**src/rtl/pkt_rx_pkg.sv**
```systemverilog
package pkt_rx_pkg;

  localparam int ERR_PARITY = 0;
  localparam int ERR_FRAME  = 1;
  localparam int ERR_PROTO  = 2;
  localparam int ERR_COUNT  = 3;

  typedef struct packed {
    logic load;       // capture the incoming word into the holding register
    logic pop;        // one byte handed off downstream
    logic markFirst;  // captured word opens a packet
    logic markLast;   // captured word closes a packet
  } ctlStrobe_t;

endpackage

```
**src/rtl/pkt_rx_ctrl.sv**
```systemverilog
module pkt_rx_ctrl
  import pkt_rx_pkg::*;
#(
  parameter int MOD_W = 2
) (
  input  logic                 clk,
  input  logic                 rstN,
  input  logic                 laneMode8,
  input  logic                 inValid,
  input  logic                 inSop,
  input  logic                 inEop,
  input  logic [MOD_W-1:0]     inMod,
  input  logic                 parityBad,
  input  logic                 bufValid,
  input  logic                 outReady,
  input  logic [ERR_COUNT-1:0] errClear,
  output logic                 inReady,
  output ctlStrobe_t           ctl,
  output logic [ERR_COUNT-1:0] errFlags
);

  logic pktOpen;
  logic accept;
  logic orphan;
  logic [ERR_COUNT-1:0] errSet;

  assign inReady = !bufValid;
  assign accept  = inValid && inReady;
  assign orphan  = !inSop && !pktOpen;

  always_comb begin
    ctl.load      = accept && !orphan;
    ctl.pop       = bufValid && outReady;
    ctl.markFirst = inSop;
    ctl.markLast  = inEop;
  end

  always_comb begin
    errSet             = '0;
    errSet[ERR_PARITY] = accept && parityBad;
    // start while open, or no start while closed
    errSet[ERR_FRAME]  = accept && (inSop == pktOpen);
    errSet[ERR_PROTO]  = accept && !laneMode8 && !inEop && (inMod != '0);
  end

  always_ff @(posedge clk) begin
    if (!rstN) begin
      pktOpen  <= 1'b0;
      errFlags <= '0;
    end else begin
      if (ctl.load) pktOpen <= !inEop;
      errFlags <= (errFlags & ~errClear) | errSet;
    end
  end

endmodule

```
**src/rtl/pkt_rx_datapath.sv**
```systemverilog
module pkt_rx_datapath
  import pkt_rx_pkg::*;
#(
  parameter int DATA_W      = 32,
  parameter int EVEN_PARITY = 0
) (
  input  logic                         clk,
  input  logic                         rstN,
  input  logic                         laneMode8,
  input  logic [DATA_W-1:0]            inData,
  input  logic [$clog2(DATA_W/8)-1:0]  inMod,
  input  logic                         inParity,
  input  ctlStrobe_t                   ctl,
  output logic                         parityBad,
  output logic                         bufValid,
  output logic [7:0]                   outByte,
  output logic                         outFirst,
  output logic                         outLast
);

  localparam int BYTES = DATA_W / 8;
  localparam int IDX_W = $clog2(BYTES);
  localparam logic [IDX_W-1:0] TOP_IDX = IDX_W'(BYTES - 1);

  logic [DATA_W-1:0] word;
  logic [IDX_W-1:0]  idx;
  logic [IDX_W-1:0]  lastIdx;
  logic              firstFlag;
  logic              lastFlag;
  logic              sel8;
  logic [7:0]        lanes [BYTES];
  logic              dataPar;

  // lane 0 is the most significant byte
  for (genvar g = 0; g < BYTES; g++) begin : g_lane
    assign lanes[g] = word[8*(BYTES-1-g) +: 8];
  end

  assign dataPar   = laneMode8 ? ^inData[7:0] : ^inData;
  assign parityBad = ((dataPar ^ inParity) == 1'b1) == (EVEN_PARITY != 0);

  always_ff @(posedge clk) begin
    if (!rstN) begin
      bufValid  <= 1'b0;
      word      <= '0;
      idx       <= '0;
      lastIdx   <= '0;
      firstFlag <= 1'b0;
      lastFlag  <= 1'b0;
      sel8      <= 1'b0;
    end else if (ctl.load) begin
      bufValid  <= 1'b1;
      word      <= inData;
      idx       <= '0;
      firstFlag <= ctl.markFirst;
      lastFlag  <= ctl.markLast;
      sel8      <= laneMode8;
      if (laneMode8)        lastIdx <= '0;
      else if (ctl.markLast) lastIdx <= TOP_IDX - inMod;
      else                   lastIdx <= TOP_IDX;
    end else if (ctl.pop) begin
      if (idx == lastIdx) bufValid <= 1'b0;
      else                idx      <= idx + 1'b1;
    end
  end

  assign outByte  = sel8 ? lanes[BYTES-1] : lanes[idx];
  assign outFirst = bufValid && firstFlag && (idx == '0);
  assign outLast  = bufValid && lastFlag && (idx == lastIdx);

endmodule

```
**src/rtl/pkt_rx_unpacker.sv**
```systemverilog
module pkt_rx_unpacker
  import pkt_rx_pkg::*;
#(
  parameter int DATA_W      = 32,
  parameter int EVEN_PARITY = 0
) (
  input  logic                         clk,
  input  logic                         rstN,
  input  logic                         laneMode8,
  input  logic [DATA_W-1:0]            inData,
  input  logic                         inValid,
  input  logic                         inSop,
  input  logic                         inEop,
  input  logic [$clog2(DATA_W/8)-1:0]  inMod,
  input  logic                         inParity,
  output logic                         inReady,
  output logic [7:0]                   outByte,
  output logic                         outValid,
  output logic                         outFirst,
  output logic                         outLast,
  input  logic                         outReady,
  input  logic [2:0]                   errClear,
  output logic                         parityErr,
  output logic                         framingErr,
  output logic                         protoErr
);

  localparam int MOD_W = $clog2(DATA_W / 8);

  ctlStrobe_t           ctl;
  logic                 parityBad;
  logic                 bufValid;
  logic [ERR_COUNT-1:0] errFlags;

  pkt_rx_ctrl #(.MOD_W(MOD_W)) u_ctrl (
    .clk       (clk),
    .rstN      (rstN),
    .laneMode8 (laneMode8),
    .inValid   (inValid),
    .inSop     (inSop),
    .inEop     (inEop),
    .inMod     (inMod),
    .parityBad (parityBad),
    .bufValid  (bufValid),
    .outReady  (outReady),
    .errClear  (errClear),
    .inReady   (inReady),
    .ctl       (ctl),
    .errFlags  (errFlags)
  );

  pkt_rx_datapath #(.DATA_W(DATA_W), .EVEN_PARITY(EVEN_PARITY)) u_dp (
    .clk       (clk),
    .rstN      (rstN),
    .laneMode8 (laneMode8),
    .inData    (inData),
    .inMod     (inMod),
    .inParity  (inParity),
    .ctl       (ctl),
    .parityBad (parityBad),
    .bufValid  (bufValid),
    .outByte   (outByte),
    .outFirst  (outFirst),
    .outLast   (outLast)
  );

  assign outValid   = bufValid;
  assign parityErr  = errFlags[ERR_PARITY];
  assign framingErr = errFlags[ERR_FRAME];
  assign protoErr   = errFlags[ERR_PROTO];

endmodule

```
**config.mk**
```make
export PLATFORM = sky130hd
export DESIGN_NAME = pkt_rx_unpacker
export DESIGN_NICKNAME = d
export VERILOG_FILES = /design/src/rtl/pkt_rx_pkg.sv /design/src/rtl/pkt_rx_ctrl.sv /design/src/rtl/pkt_rx_datapath.sv /design/src/rtl/pkt_rx_unpacker.sv
export SDC_FILE = /design/constraint.sdc
export NUM_CORES = 1
export LEC_CHECK = 0
export ABC_CLOCK_PERIOD_IN_PS = 2240
export BUFFER_PORTS_ARGS = -buffer_cell sky130_fd_sc_hd__buf_2
export CORE_UTILIZATION = 35
export CTS_CLUSTER_DIAMETER = 50
export CTS_CLUSTER_SIZE = 14
export DETAILED_ROUTE_END_ITERATION = 7
export PLACE_DENSITY_LB_ADDON = 0.08
export SLEW_MARGIN = 20
export SYNTH_ARGS = -nofsm -noshare
export SYNTH_HDL_FRONTEND = slang
export SYNTH_SLANG_ARGS = --single-unit
```
**constraint.sdc**
```tcl
create_clock -name clk -period 2.24 [get_ports clk]
set_input_delay 0.112 -clock clk [delete_from_list [all_inputs] [get_ports clk]]
set_output_delay 0.112 -clock clk [all_outputs]
set_load 0.005 [all_outputs]
```
After elaboration in Yosys (flattened, before gate mapping):

Cells that the tools add are included.

* reduce and logical (&&, ||, !) cells: 28
* equal/unequal tests: 2
* muxes and demuxes: 10
* add/sub/neg operators: 2
* bitwise gates (word level): 8
* order comparisons: 1

Operators with widths (number)
* parity 32 bit: 1
* two-way mux 8 bit: 3
* binary-select mux 8 bit (select 2 bit): 1
* logical AND 1 bit: 13
* parity 8 bit: 1
* logical NOT 1 bit: 6
* nonzero test 2 bit: 3
* two-way mux 1 bit: 4
* two-way mux 2 bit: 2
* AND reduction 2 bit: 2
* AND 3 bit: 1
* >= comparator 3 bit (second input constant): 1
* NOT 1 bit: 3
* NOT 2 -> 3 bit: 1
* NOT 3 bit: 1
* OR 3 bit: 1
* adder 2 x 1 -> 2 bit (second input constant): 1
* equality test 2 bit: 1
* logical NOT 2 bit: 1
* OR reduction 2 bit: 1
* subtractor 2 bit (first input constant): 1
* equality test 1 bit: 1
* XOR 1 bit: 1

* register bits: 44
* logic and storage cells: 60
* output and inout bits: 15
* input port bits: 45

Depth between registers and ports, before layout:

* depth after elaboration: 6
* gate-level depth with buffers: 7
* mapped depth without buffers: 6

By module:

A second synthesis with hierarchy kept.

* cell total of the unflattened synthesis: 245
* area, all modules: 2368.5 µm²

Modules (own cells, without submodules)
* pkt_rx_datapath: area each 2125.8 µm², cells an instance 220, instances 1, seq. area each 800.8 µm²
* pkt_rx_ctrl: area each 242.7 µm², cells an instance 25, instances 1, seq. area each 80.1 µm²

Worst setup path after synthesis:

No wires, ideal clock.

* path kind: register to register
* start point: reg u_dp.idx[0]
* end point: reg u_dp.idx[1]
* path slack: 550 ps
* library setup time: 114 ps
* data arrival time: 1576 ps
* period minus slack after synthesis: 1690 ps
* cell stages (with the launch flop): 7
* path buffers: 2
* data required time: 2126 ps
* cells stage by stage: dfxtp_1 clkbuf_1 clkbuf_1 inv_1 ha_1 mux2i_1 nor2_1

* cells in the longest elaborated chain, start to end: 3
* elaborated cells on any way between the ends: 4
* classes of those cells: add/sub (1); eq/ne (1); bitwise (1); reduce/logical (1)

RTL lines
* start, declared: RTL line pkt_rx_datapath.sv:26 `logic [IDX_W-1:0] idx;`
* start signal, assigned: RTL line pkt_rx_datapath.sv:63 `else idx <= idx + 1'b1;`
* equality test 2 bit: RTL line pkt_rx_datapath.sv:62 `if (idx == lastIdx) bufValid <= 1'b0;`
* NOT 1 bit (no source line)
* AND reduction 2 bit (no source line)

Parallel ways exist; a longest one is shown, timed or not.
A chain may end at the register's enable or synchronous reset.

Final worst setup path:

* start point: reg u_dp.sel8
* end point: out outByte[3]

* cells in the longest elaborated chain, start to end: 1

RTL lines
* start, declared: RTL line pkt_rx_datapath.sv:30 `logic sel8;`
* start signal, assigned: RTL line pkt_rx_datapath.sv:57 `sel8 <= laneMode8;`
* two-way mux 8 bit: RTL line pkt_rx_datapath.sv:67 `assign outByte = sel8 ? lanes[BYTES-1] : lanes[idx];`
* end, declared: RTL line pkt_rx_unpacker.sv:17 `output logic [7:0] outByte,`

No other way between the ends.

==> summary.txt <==
Status - finished clean
Leak - 1.11 nW
Sequential cell area fraction in the yosys report - 0.386
Largest cells by area after synthesis - dfxtp_1 39%, nand2_1 12%, a21boi_0 12%
Final GP Congestion - 0.740
Netlist cell types - 28
CTS H-Tree Depth - 2
Hold Fails Final Rpt - 0
DP Wirelength - 4.07 mm
FP Rows - 29
CP endpoint kind - primary output
Number of global-route vias before repair - 1875
CTS tree - built
WS Path Type - reg -> out
Pwr Total - 0.00180 W
Total Wirelength - 5.67 mm
Minimum clock period - 1.92 ns
Hold_buf cts - 0
First-pass GRT wire length - 9.12 mm
Ratio of cells with drive above 1 in the final layout - 0.219
Tot GR Track Use - 0.181
Die Ht - 82.7 um
Detailed-route via count - 1979
Worst-path maximum fanout - 11
Final worst-path cycle share - 0.855
Die width - 82.7 um
Area growth, synth to finish - 20.7%
Clk pin slew, worst setup/hold paths - 0.09 ns
Largest net degree at the start of global routing - 44
Slew headroom - 0.614
GRT overflow - 0
Drt drc - 0
Core ar. - 6310 um^2
Critical-path cell list - nor2_1, a22oi_1, o21ai_0, buf_2
CP required - 2.13 ns
Syn_area_per_cell - 8.08 um^2
Max IR drop VDD - 0.321 mV
TritonCTS Sinks - 44
Worst-Margin Slew - 0.576 ns
Ys Warns - 0
Most frequent cells in the layout - 74 x nand2_1, 59 x buf_2, 44 x dfxtp_1, 36 x a21boi_0, 24 x xnor2_1
Max incr delay on CP - 0.51 ns
Post-CTS sizing - 0
Clk buf depth - 2
Post-Synthesis Cells - 282
CTS Root Cell - clkbuf_8
Setup_tns - 0 ns
# setup viols final - 0
Initial antenna violation count - 0
CP max stage cell - nor2_1
First drt pass iteration count - 4
Final #Nets - 384
Fmax - 522 MHz
Max capacitance violation total - 0
Initial DRC count - 56
Synth area leader - dfxtp_1
Starting Density - 0.361
PortBufs - 59
Ports - 60
Total CTS buffers - 5
Final Max Slew Viols - 0
Net Count, Synth - 329
Routed Antenna Nets - 0
P per Cell Area - 653 nW/um^2
Top-area cell type share of the netlist area - 0.386
Critical path arrival - 1.80 ns
Vias per Instance - 4.77
Routed len/inst - 13.7 um
HP Class - in -> reg
# Post-CTS Setup Buffers - 0
Antenna fix cells - 0
Most common cell after layout, fill and taps aside - nand2_1
Syn Std Cell Area - 2280 um^2
RSZ-0062 raised after global routing - false
Startpoint type of the worst setup path - flip-flop
Die ar. - 6840 um^2
Worst-Skew Late Latency - 0.30 ns
Max Clock Skew - 0.00481 ns
Seq cells post-synth - 44
==> per-stage QoR <==
step	instance area, um^2	utilization	std cells	setup slack [ns]	hold WS [ns]
after floorplan	2280	-	282	0.550	0.201
after global placement	2660	0.421	407	0.403	0.373
after detailed placement	2660	0.421	407	0.352	0.379
after CTS	2750	0.436	415	0.348	0.0482
after global routing	2750	0.436	415	0.224	0.0394
final	2750	0.436	415	0.324	0.0625
==> Yosys cell counts <==
library cell  instances
nor3_1                1
or2_2                 1
clkbuf_4              1
nand3_1               2
o22ai_1               1
nand2_1              74
inv_1                 6
a22oi_1               8
xnor3_1               2
a21boi_0             36
ha_1                  2
nor2b_1               3
mux2i_1               9
and3_1                2
clkbuf_1             12
or4b_1                1
nand3b_1              1
nand2b_1              1
xor2_1                6
or2_0                 1
a21oi_1              12
nor2_1               15
buf_1                 3
dfxtp_1              44
a211oi_1              2
o21ai_0              11
and2_1                1
xnor2_1              24
==> final timing paths <==
path                        from               to  slack [ns]  cells after the start
hold reg to reg   u_dp.firstFlag   u_dp.firstFlag        0.46                      2
hold / removal             inEop   u_ctrl.pktOpen        0.06                      2
setup / recovery       u_dp.sel8       outByte[3]        0.32                      4
setup reg to reg   u_dp.bufValid  u_dp.lastIdx[1]        0.72                      7
==> registers in the layout, summed over array words and instances (netlist names) <==
| signal | flops |
|---|---|
| u_dp.idx | 2 |
| u_dp.lastFlag | 1 |
| u_ctrl.pktOpen | 1 |
| u_dp.sel8 | 1 |
| u_dp.bufValid | 1 |
| u_dp.lanes | 32 |
| u_dp.firstFlag | 1 |
| u_ctrl.errFlags | 3 |
| u_dp.lastIdx | 2 |
==> power breakdown <==
group	switching (W)	internal (W)
Sequential	0.0000352	0.000832
Clock	0.000281	0.000247
Combinational	0.000200	0.000203
Total	0.000516	0.00128
==> layout make-up <==
cell class | count | area [um^2]
timing repair buffer | 64 | 345
fill | 700 | 3560
tap | 77 | 96.3
multi-input combinational | 216 | 1320
inverter | 6 | 22.5
sequential | 44 | 881
clock buffer | 6 | 82.6
clock inverter | 2 | 10.0
==> routing by layer <==
| layer | up-vias | routed length (um) | track usage |
|---|---|---|---|
| met3 | 2 | 213 | 0.0462 |
| met1 | 895 | 2930 | 0.252 |
| met5 | - | 0 | 0 |
| li1 | 1042 | - | - |
| met4 | 0 | 29 | 0.0414 |
| met2 | 40 | 2500 | 0.277 |
==> cells by family (layout without fill, tap and decap cells) <==
| logic type | count (synthesis) | in the layout | share of synthesized area |
|---|---|---|---|
| adders and majority gates | 2 | 2 | 0.0110 |
| muxes | 9 | 9 | 0.0395 |
| xor gates and xnor gates | 32 | 32 | 0.135 |
| DFF | 44 | 44 | 0.386 |
| and+or+nand+nor | 103 | 103 | 0.186 |
| AOI/OAI and AO/OA | 70 | 70 | 0.205 |
| buffers and inverters | 22 | 78 | 0.0379 |
==> critical path: cells and delay by family, from the launching register on <==
family                 cells  cell delay [ns]
DFF                        1             0.43
AOI/OAI and AO/OA          2             0.39
buffers and inverters      1             0.17
and+or+nand+nor            1             0.51
No activity file was read; power rests on OpenSTA's default activity.
